**config.mk**
```make
export PLATFORM = sky130hd
export DESIGN_NAME = phy_bringup_seq
export DESIGN_NICKNAME = d
export VERILOG_FILES = /design/src/rtl/phy_seq_pkg.sv /design/src/rtl/rate_range_lut.sv /design/src/rtl/seq_step_rom.sv /design/src/rtl/seq_timer.sv /design/src/rtl/phy_bringup_seq.sv
export SDC_FILE = /design/constraint.sdc
export NUM_CORES = 1
export LEC_CHECK = 0
export ABC_CLOCK_PERIOD_IN_PS = 14700
export BUFFER_PORTS_ARGS = -buffer_cell sky130_fd_sc_hd__buf_2
export CAP_MARGIN = 20
export CORE_UTILIZATION = 43
export CTS_BUF_LIST = sky130_fd_sc_hd__clkbuf_2 sky130_fd_sc_hd__clkbuf_4 sky130_fd_sc_hd__clkbuf_8
export CTS_CLUSTER_DIAMETER = 50
export CTS_CLUSTER_SIZE = 20
export DETAILED_ROUTE_END_ITERATION = 16
export PLACE_DENSITY_LB_ADDON = 0.1
export SLEW_MARGIN = 20
export SYNTH_ARGS = -nofsm -noshare
export SYNTH_HDL_FRONTEND = slang
export SYNTH_SLANG_ARGS = --single-unit
```
**constraint.sdc**
```tcl
create_clock -name clk -period 14.7 [get_ports clk]
set_clock_uncertainty 0.2 [all_clocks]
set_input_delay 0.735 -clock clk [delete_from_list [all_inputs] [get_ports clk]]
set_output_delay 0.735 -clock clk [all_outputs]
set_load 0.05 [all_outputs]
```
**src/rtl/phy_seq_pkg.sv**
```systemverilog
package phy_seq_pkg;

  localparam int RANGE_N    = 29;
  localparam int PREP_N     = 4;
  localparam int WRITES_N   = 7;
  localparam int SUBSTEPS_N = 7;
  localparam int STEPS_N    = PREP_N + WRITES_N * SUBSTEPS_N;

  typedef enum logic [2:0] {
    ACT_SETUP = 3'd0,
    ACT_CLK   = 3'd1,
    ACT_CLR   = 3'd2,
    ACT_SEL   = 3'd3,
    ACT_DATA  = 3'd4
  } act_e;

  typedef struct packed {
    act_e       act;
    logic       val;
    logic [7:0] bus;
    logic       long_wait;
  } step_t;

  // Upper rate bound of table entry i, ascending.
  function automatic logic [10:0] range_bound(int i);
    case (i)
      0: return 11'd89;    1: return 11'd99;    2: return 11'd109;
      3: return 11'd129;   4: return 11'd139;   5: return 11'd149;
      6: return 11'd169;   7: return 11'd179;   8: return 11'd199;
      9: return 11'd219;   10: return 11'd239;  11: return 11'd249;
      12: return 11'd269;  13: return 11'd299;  14: return 11'd329;
      15: return 11'd359;  16: return 11'd399;  17: return 11'd449;
      18: return 11'd499;  19: return 11'd549;  20: return 11'd599;
      21: return 11'd649;  22: return 11'd699;  23: return 11'd749;
      24: return 11'd799;  25: return 11'd849;  26: return 11'd899;
      27: return 11'd949;  default: return 11'd999;
    endcase
  endfunction

  // Range code of table entry i.
  function automatic logic [7:0] range_code(int i);
    case (i)
      0: return 8'h00;   1: return 8'h10;   2: return 8'h20;
      3: return 8'h01;   4: return 8'h11;   5: return 8'h21;
      6: return 8'h02;   7: return 8'h12;   8: return 8'h22;
      9: return 8'h03;   10: return 8'h13;  11: return 8'h23;
      12: return 8'h04;  13: return 8'h14;  14: return 8'h05;
      15: return 8'h15;  16: return 8'h25;  17: return 8'h06;
      18: return 8'h16;  19: return 8'h07;  20: return 8'h17;
      21: return 8'h08;  22: return 8'h18;  23: return 8'h09;
      24: return 8'h19;  25: return 8'h29;  26: return 8'h39;
      27: return 8'h0a;  default: return 8'h1a;
    endcase
  endfunction

  // Test-port register address of write w.
  function automatic logic [7:0] write_addr(int w);
    case (w)
      0: return 8'h34;
      1: return 8'h44;
      2: return 8'h54;
      3: return 8'h84;
      4: return 8'h94;
      5: return 8'h75;
      default: return 8'h00;
    endcase
  endfunction

  // Data of write w for a given range code.
  function automatic logic [7:0] write_data(int w, logic [7:0] code);
    if (w == 1) return code << 1;
    if (w == 5) return 8'h04;
    return 8'h00;
  endfunction

endpackage

```
**src/rtl/rate_range_lut.sv**
```systemverilog
module rate_range_lut
  import phy_seq_pkg::*;
#(
  parameter int RATE_W = 11
) (
  input  logic [RATE_W-1:0] rate_i,
  output logic [7:0]        code_o
);

  logic [RANGE_N-1:0] hit;

  for (genvar g = 0; g < RANGE_N; g++) begin : g_cmp
    assign hit[g] = (32'(rate_i) <= 32'(range_bound(g)));
  end

  // Lowest matching entry wins; no match leaves code 0.
  always_comb begin
    code_o = 8'h00;
    for (int i = RANGE_N - 1; i >= 0; i--) begin
      if (hit[i]) code_o = range_code(i);
    end
  end

endmodule

```
**src/rtl/seq_step_rom.sv**
```systemverilog
module seq_step_rom
  import phy_seq_pkg::*;
#(
  parameter int STEP_W = 6
) (
  input  logic [STEP_W-1:0] idx_i,
  input  logic [7:0]        code_i,
  output step_t             step_o
);

  always_comb begin
    int rel;
    int wr;
    int sub;
    rel = int'(idx_i) - PREP_N;
    wr  = (rel < 0) ? 0 : rel / SUBSTEPS_N;
    sub = (rel < 0) ? 0 : rel % SUBSTEPS_N;
    step_o.act       = ACT_SETUP;
    step_o.val       = 1'b0;
    step_o.bus       = 8'h00;
    step_o.long_wait = 1'b0;
    if (rel < 0) begin
      case (int'(idx_i))
        0: step_o.act = ACT_SETUP;
        1: begin step_o.act = ACT_CLK; step_o.val = 1'b1; end
        2: begin step_o.act = ACT_CLR; step_o.val = 1'b1; step_o.long_wait = 1'b1; end
        default: begin step_o.act = ACT_CLR; step_o.val = 1'b0; step_o.long_wait = 1'b1; end
      endcase
    end else begin
      case (sub)
        0: begin step_o.act = ACT_CLK;  step_o.val = 1'b1; end
        1: begin step_o.act = ACT_DATA; step_o.bus = write_addr(wr); end
        2: begin step_o.act = ACT_SEL;  step_o.val = 1'b1; end
        3: begin step_o.act = ACT_CLK;  step_o.val = 1'b0; end
        4: begin step_o.act = ACT_SEL;  step_o.val = 1'b0; end
        5: begin step_o.act = ACT_DATA; step_o.bus = write_data(wr, code_i); end
        default: begin step_o.act = ACT_CLK; step_o.val = 1'b1; end
      endcase
    end
  end

endmodule

```
**src/rtl/seq_timer.sv**
```systemverilog
module seq_timer #(
  parameter int CNT_W = 16
) (
  input  logic             clk,
  input  logic             rst_n,
  input  logic             load_i,
  input  logic [CNT_W-1:0] val_i,
  output logic             zero_o
);

  logic [CNT_W-1:0] cnt_q;

  always_ff @(posedge clk or negedge rst_n) begin
    if (!rst_n)              cnt_q <= '0;
    else if (load_i)         cnt_q <= val_i;
    else if (cnt_q != '0)    cnt_q <= cnt_q - 1'b1;
  end

  assign zero_o = (cnt_q == '0);

endmodule

```
**src/rtl/phy_bringup_seq.sv**
```systemverilog
module phy_bringup_seq
  import phy_seq_pkg::*;
#(
  parameter int RATE_W  = 11,
  parameter int HOLD_W  = 8,
  parameter int WAIT_W  = 16,
  parameter int LANES_N = 4,
  parameter int LCNT_W  = $clog2(LANES_N + 1)
) (
  input  logic               clk,
  input  logic               rst_n,
  input  logic               start_i,
  input  logic [RATE_W-1:0]  rate_i,
  input  logic [LCNT_W-1:0]  lanes_i,
  input  logic [HOLD_W-1:0]  hold_i,
  input  logic [WAIT_W-1:0]  wait_i,
  output logic               busy_o,
  output logic               done_o,
  output logic               err_o,
  output logic [7:0]         code_o,
  output logic               tp_clear_o,
  output logic               tp_clk_o,
  output logic               tp_addr_sel_o,
  output logic [7:0]         tp_data_o,
  output logic [LANES_N-1:0] lane_en_o,
  output logic [LANES_N-1:0] turn_off_o,
  output logic [LANES_N-1:0] turn_req_o,
  output logic               frc_rx_o,
  output logic               frc_stop_o
);

  localparam int CNT_W  = (HOLD_W > WAIT_W) ? HOLD_W : WAIT_W;
  localparam int STEP_W = $clog2(STEPS_N);

  function automatic logic [CNT_W-1:0] floor_one(logic [CNT_W-1:0] v);
    return (v == '0) ? CNT_W'(1) : v;
  endfunction

  function automatic logic [LANES_N-1:0] low_mask(logic [LCNT_W-1:0] n);
    logic [LANES_N-1:0] m;
    m = '0;
    for (int i = 0; i < LANES_N; i++) if (i < int'(n)) m[i] = 1'b1;
    return m;
  endfunction

  logic              busy_q, done_q, err_q;
  logic [STEP_W-1:0] step_q;
  logic [7:0]        code_q;
  logic [CNT_W-1:0]  hold_q, wait_q;

  logic              lanes_ok_w, accept_w, reject_w;
  logic              tmr_zero_w, last_step_w, step_adv_w, finish_w, apply_w;
  logic [7:0]        lut_code_w, step_code_w;
  logic [STEP_W-1:0] step_sel_w;
  logic [CNT_W-1:0]  hold_use_w, wait_use_w, dur_w;
  step_t             step_w;

  assign lanes_ok_w  = (lanes_i != '0) && (int'(lanes_i) <= LANES_N);
  assign accept_w    = start_i && !busy_q && lanes_ok_w;
  assign reject_w    = start_i && !busy_q && !lanes_ok_w;
  assign last_step_w = (step_q == STEP_W'(STEPS_N - 1));
  assign step_adv_w  = busy_q && tmr_zero_w && !last_step_w;
  assign finish_w    = busy_q && tmr_zero_w && last_step_w;
  assign apply_w     = accept_w || step_adv_w;

  assign step_sel_w  = accept_w ? '0 : step_q + 1'b1;
  assign step_code_w = accept_w ? lut_code_w : code_q;
  assign hold_use_w  = accept_w ? floor_one(CNT_W'(hold_i)) : hold_q;
  assign wait_use_w  = accept_w ? floor_one(CNT_W'(wait_i)) : wait_q;
  assign dur_w       = step_w.long_wait ? wait_use_w : hold_use_w;

  rate_range_lut #(.RATE_W(RATE_W)) u_lut (
    .rate_i (rate_i),
    .code_o (lut_code_w)
  );

  seq_step_rom #(.STEP_W(STEP_W)) u_rom (
    .idx_i  (step_sel_w),
    .code_i (step_code_w),
    .step_o (step_w)
  );

  seq_timer #(.CNT_W(CNT_W)) u_tmr (
    .clk    (clk),
    .rst_n  (rst_n),
    .load_i (apply_w),
    .val_i  (dur_w - 1'b1),
    .zero_o (tmr_zero_w)
  );

  always_ff @(posedge clk or negedge rst_n) begin
    if (!rst_n) begin
      busy_q        <= 1'b0;
      done_q        <= 1'b0;
      err_q         <= 1'b0;
      step_q        <= '0;
      code_q        <= 8'h00;
      hold_q        <= CNT_W'(1);
      wait_q        <= CNT_W'(1);
      tp_clear_o    <= 1'b0;
      tp_clk_o      <= 1'b0;
      tp_addr_sel_o <= 1'b0;
      tp_data_o     <= 8'h00;
      lane_en_o     <= '0;
      turn_off_o    <= '0;
      turn_req_o    <= '0;
      frc_rx_o      <= 1'b1;
      frc_stop_o    <= 1'b1;
    end else begin
      done_q <= finish_w;
      err_q  <= reject_w;
      if (accept_w) begin
        busy_q <= 1'b1;
        step_q <= '0;
        code_q <= lut_code_w;
        hold_q <= hold_use_w;
        wait_q <= wait_use_w;
      end else if (step_adv_w) begin
        step_q <= step_q + 1'b1;
      end else if (finish_w) begin
        busy_q <= 1'b0;
      end
      if (apply_w) begin
        case (step_w.act)
          ACT_SETUP: begin
            frc_rx_o   <= 1'b0;
            frc_stop_o <= 1'b0;
            turn_req_o <= '0;
            turn_off_o <= '1;
            lane_en_o  <= low_mask(lanes_i);
          end
          ACT_CLK:  tp_clk_o      <= step_w.val;
          ACT_CLR:  tp_clear_o    <= step_w.val;
          ACT_SEL:  tp_addr_sel_o <= step_w.val;
          default:  tp_data_o     <= step_w.bus;
        endcase
      end
    end
  end

  assign busy_o = busy_q;
  assign done_o = done_q;
  assign err_o  = err_q;
  assign code_o = code_q;

endmodule

```
Yosys cells after proc, flatten, opt, wreduce, memory -nomap -nowiden
Index checks and enable logic that the tools add are counted.
Widths: inputs -> output; s select.
{"block": "classes", "addsub": 4, "n_div": 2, "n_lt_le_gt_ge": 35, "eq_ne": 19, "muxes": 70, "bitwise_logic": 1, "reduce_logical": 34}
{"cell": "$mux 6", "n": 30}
{"cell": "$eq 32x2->1 const B", "n": 5}
{"cell": "$eq 32x3->1 const B", "n": 4}
{"cell": "$le 11x10->1 const B", "n": 10}
{"cell": "$le 11x8->1 const B", "n": 9}
{"cell": "$mux 16", "n": 6}
{"cell": "$le 11x9->1 const B", "n": 7}
{"cell": "$eq 32x1->1 const B", "n": 2}
{"cell": "$mux 32", "n": 2}
{"cell": "$mux 8", "n": 6}
{"cell": "$pmux 8 s6", "n": 1}
{"cell": "$le 11x7->1 const B", "n": 3}
{"cell": "$div 32x4->32 const B", "n": 1}
{"cell": "$eq 32x4->1 const B", "n": 1}
{"cell": "$logic_not 16->1", "n": 2}
{"cell": "$logic_not 32->1", "n": 1}
{"cell": "$lt 32x1->1 const B", "n": 1}
{"cell": "$mod 32x4->32 const B", "n": 1}
{"cell": "$sub 16x1->16 const B", "n": 2}
{"cell": "$mux 1", "n": 18}
{"cell": "$pmux 8 s2", "n": 1}
{"cell": "$reduce_bool 16->1", "n": 1}
{"cell": "$reduce_and 2->1", "n": 6}
{"cell": "$mux 5", "n": 2}
{"cell": "other kinds (26)", "n": 43}
{"block": "word_totals", "regBits": 81, "in_bits": 41, "output_inout_bits": 36, "word_cells": 180}

Longest topological paths before layout
{"block": "logic_depth", "depth_word": 37, "ltp_mapped": 32, "ltp_nobuf": 25}

Cells and area by module
From an unflattened synthesis, not the netlist that was laid out.
{"block": "unflattened", "cells_unflattened": 731, "area_unflattened_um2": 6354.8}
{"module": "phy_bringup_seq", "n_inst": 1, "cells_per_inst": 327, "area_per_inst_um2": 3329.4, "seq_area_each_um2": 1655.3}
{"module": "seq_step_rom", "n_inst": 1, "cells_per_inst": 156, "area_per_inst_um2": 1201.2, "seq_area_each_um2": 0.0}
{"module": "seq_timer", "n_inst": 1, "cells_per_inst": 104, "area_per_inst_um2": 959.7, "seq_area_each_um2": 400.4}
{"module": "rate_range_lut", "n_inst": 1, "cells_per_inst": 144, "area_per_inst_um2": 864.6, "seq_area_each_um2": 0.0}

Worst setup path after synthesis
No wires, ideal clock.
{"block": "synth_timing", "path_type": "input -> register", "start": "input lanes_i[0]", "end": "register tp_clear_o", "setup_ns": 0.128, "arrival_time_ns": 6.963, "required_time_ns": 14.372, "slack_ns": 7.410, "path_stages": 31, "path_buffers": 8, "cell_sequence": "nor3_2 or3_1 buf_2 buf_4 clkbuf_1 clkbuf_1 clkbuf_1 clkbuf_1 clkbuf_1 nand2_1 ha_1 nor2b_1 nor4b_1 a311oi_1 nand2_1 nand2_2 nand3_1 nand2_1 ha_1 inv_1 nor2_1 o32a_4 xnor2_1 ha_1 a21o_1 buf_6 mux2i_1 o211ai_1 a21o_2 a21oi_2 mux2_1"}
{"block": "synth_via", "elab_chain_cells": 13, "elab_cells_between_ends": 29, "cone_classes": "1 x add/sub; 1 x div; 2 x order compare; 8 x eq/ne; 7 x mux; 10 x reduce/logical"}
{"element": "from (decl)", "line_no": "phy_bringup_seq.sv:14", "source": "input logic [LCNT_W-1:0] lanes_i,"}
{"element": "$le 3x3->1 or $reduce_bool 3->1 (tied branches)", "line_no": "phy_bringup_seq.sv:58", "source": "assign lanes_ok_w = (lanes_i != '0) && (int'(lanes_i) <= LANES_N);"}
{"element": "$logic_and 1x1->1 *", "line_no": "phy_bringup_seq.sv:58"}
{"element": "$logic_and 1x1->1 *", "line_no": "phy_bringup_seq.sv:59", "source": "assign accept_w = start_i && !busy_q && lanes_ok_w;"}
{"element": "$mux 6", "line_no": "phy_bringup_seq.sv:66", "source": "assign step_sel_w = accept_w ? '0 : step_q + 1'b1;"}
{"element": "$sub 6x3->7", "line_no": "seq_step_rom.sv:15", "source": "rel = int'(idx_i) - PREP_N;"}
{"element": "$mod 32x4->32 or $lt 32x1->1 (tied branches)", "line_no": "seq_step_rom.sv:17, seq_step_rom.sv:22"}
{"element": "$mux 32", "line_no": "seq_step_rom.sv:17", "source": "sub = (rel < 0) ? 0 : rel % SUBSTEPS_N;"}
{"element": "$eq 32x1->1, or another cell as far along", "line_no": "seq_step_rom.sv:30", "source": "case (sub)"}
{"element": "$reduce_or 2->1 (no line)"}
{"element": "$pmux 3 s2", "line_no": "seq_step_rom.sv:30"}
{"element": "$mux 4", "line_no": "seq_step_rom.sv:22", "source": "if (rel < 0) begin"}
{"element": "$eq 3x2->1", "line_no": "phy_bringup_seq.sv:124", "source": "case (step_w.act)"}
{"element": "$reduce_and 2->1 (no line)"}
{"element": "to (signal assigned)", "line_no": "phy_bringup_seq.sv:133", "source": "ACT_CLR: tp_clear_o <= step_w.val;"}
{"element": "to (decl)", "line_no": "phy_bringup_seq.sv:21", "source": "output logic tp_clear_o,"}
Every way passes the cells marked *; elsewhere a longest branch is shown, timed or not.
A chain may end at the register's enable or synchronous reset.

Worst setup path after layout
Ends and elaborated chain as after synthesis.

==> results.md <==
- Status: complete, no violations
- Initial DRC count: about 290
- Worst Setup End Kind: flip-flop
- FF+latch count, synth: between 80 and 90
- Worst min-delay path category: flip-flop to flip-flop
- DR pass1 iterations: 5
- Hold Path Origin: wait_q[12]$_DFFE_PN0N_
- First-pass GRT wire length: 24.14 mm
- Gate Count Post-Synth: between 600 and 700
- PortBufs: 71
- Vias in the first global route: about 4,900
- Core ar.: between 0.01 and 0.015 mm2
- Final setup viols: 0
- Ys Warns: 0
- Post-synth ARST share: 100.0%
- # DRC: 0
- Mapped Avg Cell Area: between 8 and 9 um2
- Top_reg_cell synth: dfrtp_1
- Root buf cell: clkbuf_8
- Slowest-stage cell, CP: buf_4
- Cts hold-fix bufs: 1
- Clock slew at reported path FFs: around 0.090 ns
- Leakage: slightly below 3 nW
- Initial Util: 44.65%
- Minimum hold slack: around 0.27 ns
- Area growth from synthesis to final layout: 11.10%
- Setup Fix Bufs, Post-CTS: 0
- DIE WIDTH: approximately 120 um
- Post-Route WL: 14.71 mm
- Antenna viol nets, final: 0
- Overflow after GRT: 0
- Die area: approximately 0.014 mm2
- Tot GR Track Use: 22.68%
- Avg Vias per Cell: approximately 5.7
- Synth cell types: 85
- Fillers: 1,273
- IO Count: between 70 and 80
- Max cap viols: 0
- Final Util: 49.60%
- Initial antenna violation count: 0
- Critical Path Max Stage Delay: 0.52 ns
- Kind of cell adding the most delay to the critical path: simple AND/OR/NAND/NOR gates
- Share of cells above drive strength 1: 18.55%
- PwrDens: between 150 and 200 mW/mm2
- CP startpoint kind: input pin
- CTS tree: yes
- Cell Area, Synth: approximately 0.0057 mm2
- Min Clock Period, post-route: between 6 and 7 ns
- CTS HTree Levels: 3
- Max Fclk: 144.7 MHz
- CTS sink count: between 80 and 90
- Fin Setup TNS: 0 ns
- Sequential fraction of the synthesis area: 35.61%
- CP Data Arrival Time: 6.98 ns
- Final Cell Area: 0.006336 mm2
- Final HPWL DP: around 11 mm
- Reg2reg setup slack: approximately 8.0 ns
- PostCTS Resize Cnt: 0
- R2r endpoint: tp_clear_o$_DFFE_PN0P_
- Max VDD drop: 0.08705 mV
- Critical path class: input pin to flip-flop
- Buffers & Inverters on Critical Path: 3
- Cts bufs inserted: 9
- Die Height: approximately 120 um
- Total Power: around 0.0011 W
- DP Area: ~0.006 mm2
- Number of synthesized flops with an enable pin: 0
- CTS Buffer Depth: 2
- Commonest non-fill, non-tap cell in the layout: nand2_1
- Vias: between 5,000 and 6,000
- Reg2Reg Depth: 24
- Final worst path period share: a little under half
- Pin count of the biggest net entering global routing: slightly above 70
- Clk_lat worst skew: 0.39 ns
- Nets@finish: about 800
- Worst Path Required: 14.77 ns
- Reg-to-Reg Start: busy_o$_DFFE_PN0P_
- # diodes: 0
- Unrepaired setup endpoints after global routing: false
- Num rows: ~40
- Hold EP: wait_q[12]$_DFFE_PN0N_
- Slew headroom: between 30% and 40%
- Final Hold Viols: 0
- Hold Crit Depth: 2
- DR WL/cell: between 15 and 20 um
- Count of pins over their slew limit: 0
- Max Fanout on Critical Path: 60
- Commonest cells after routing, fill and taps aside: 123 x nand2_1, 78 x dfrtp_1, 70 x nor2_1, 70 x buf_2, 49 x o21ai_0
- Worst-margin pin slew: 0.9985 ns
- GPL Wtd Cong: a little under 0.9
worst min-delay path: stages (launching register included):
cell     delay, ns
dfrtp_1       0.33
nand2_1       0.06
nand2_1       0.06
synth_stat cells, drive strengths merged (4+ instances only):
master	n	share of area, %
nor2	70	4.6
a21oi	28	2.6
and3	4	0.44
nand2	124	8.2
a41oi	5	0.77
nor2b	7	0.77
nor4	8	0.88
mux2i	11	1.9
nor3	14	1.4
dfrtp	78	34
nand4	7	0.77
or3	10	1.1
mux2	18	3.6
xor2	6	0.92
o21a	9	1.2
xnor2	16	2.5
clkbuf	29	1.9
o211ai	4	0.53
a31oi	8	0.99
inv	16	1.1
a21o	7	0.94
and2	15	1.7
o31ai	6	0.79
or2	4	0.44
nand2b	12	1.3
buf	18	2.1
a211oi	6	0.88
ha	11	2.4
o21ai	56	5.0
a211o	4	0.61
nand3	25	2.2
final cells by class:
class	instances	area (um2)	share of cell area (%)
sequential	81	2031	32.05
clock buffer	9	123.9	1.955
inverter	16	60.06	0.9479
tap	172	215.2	3.397
multi-input combinational	553	3410	53.81
clock inverter	7	83.83	1.323
timing repair buffer	78	412.9	6.517
stage by stage:
step                setup WS (ns)  instances
global placement            7.704        899
floorplan                   7.410        697
finish                      7.787        916
global route                7.282        916
CTS                         7.865        916
detailed placement          7.476        899
worst max-delay path by stage:
stage	startpoint	slack, ns	cells past startpoint	end
2_1_floorplan	lanes_i[0]	7.41	31	tp_clear_o$_DFFE_PN0P_
3_3_place_gp	lanes_i[0]	7.70	25	tp_clear_o$_DFFE_PN0P_
3_5_place_dp	lanes_i[0]	7.48	25	tp_clear_o$_DFFE_PN0P_
4_1_cts	lanes_i[0]	7.87	25	tp_clear_o$_DFFE_PN0P_
5_1_grt	lanes_i[0]	7.28	25	tp_clear_o$_DFFE_PN0P_
6_report	lanes_i[0]	7.79	25	tp_clear_o$_DFFE_PN0P_
kinds of logic after synthesis:
| group | count (synthesis) | share of synthesized area [%] |
|---|---|---|
| AO/OA/AOI/OAI | 179 | 22.99 |
| XOR/XNOR | 22 | 3.379 |
| adder cells (fa/ha/maj) | 12 | 2.589 |
| buffers and inverters | 63 | 5.112 |
| flip-flops | 81 | 35.61 |
| multiplexers | 29 | 5.551 |
| other | 1 | 0.06576 |
| AND/OR/NAND/NOR | 306 | 24.70 |
sequential cells by signal (all words and copies together), names as in the netlist, 4 cells and up:
| register | cells |
|---|---|
| hold_q | 16 |
| u_tmr.cnt_q | 16 |
| code_o | 7 |
| wait_q | 16 |
| tp_data_o | 8 |
| step_q | 6 |
| lane_en_o | 4 |
report_power, final:
| part | switching, W | internal [W] |
|---|---|---|
| Clock | 0.0000965 | 0.0000821 |
| Combinational | 0.000406 | 0.000256 |
| Sequential | 0.0000201 | 0.000252 |
layer usage:
layer / vias to the layer above / global-route usage, % / part of all wire (%)
met5: - / 0 / 0
li1: 2551 / - / -
met2: 177 / 37.69 / 48
met3: 24 / 4.892 / 5.3
met4: 0 / 7.848 / 2.3
met1: 2476 / 29.17 / 44
Power figures use the tool's default switching activity.
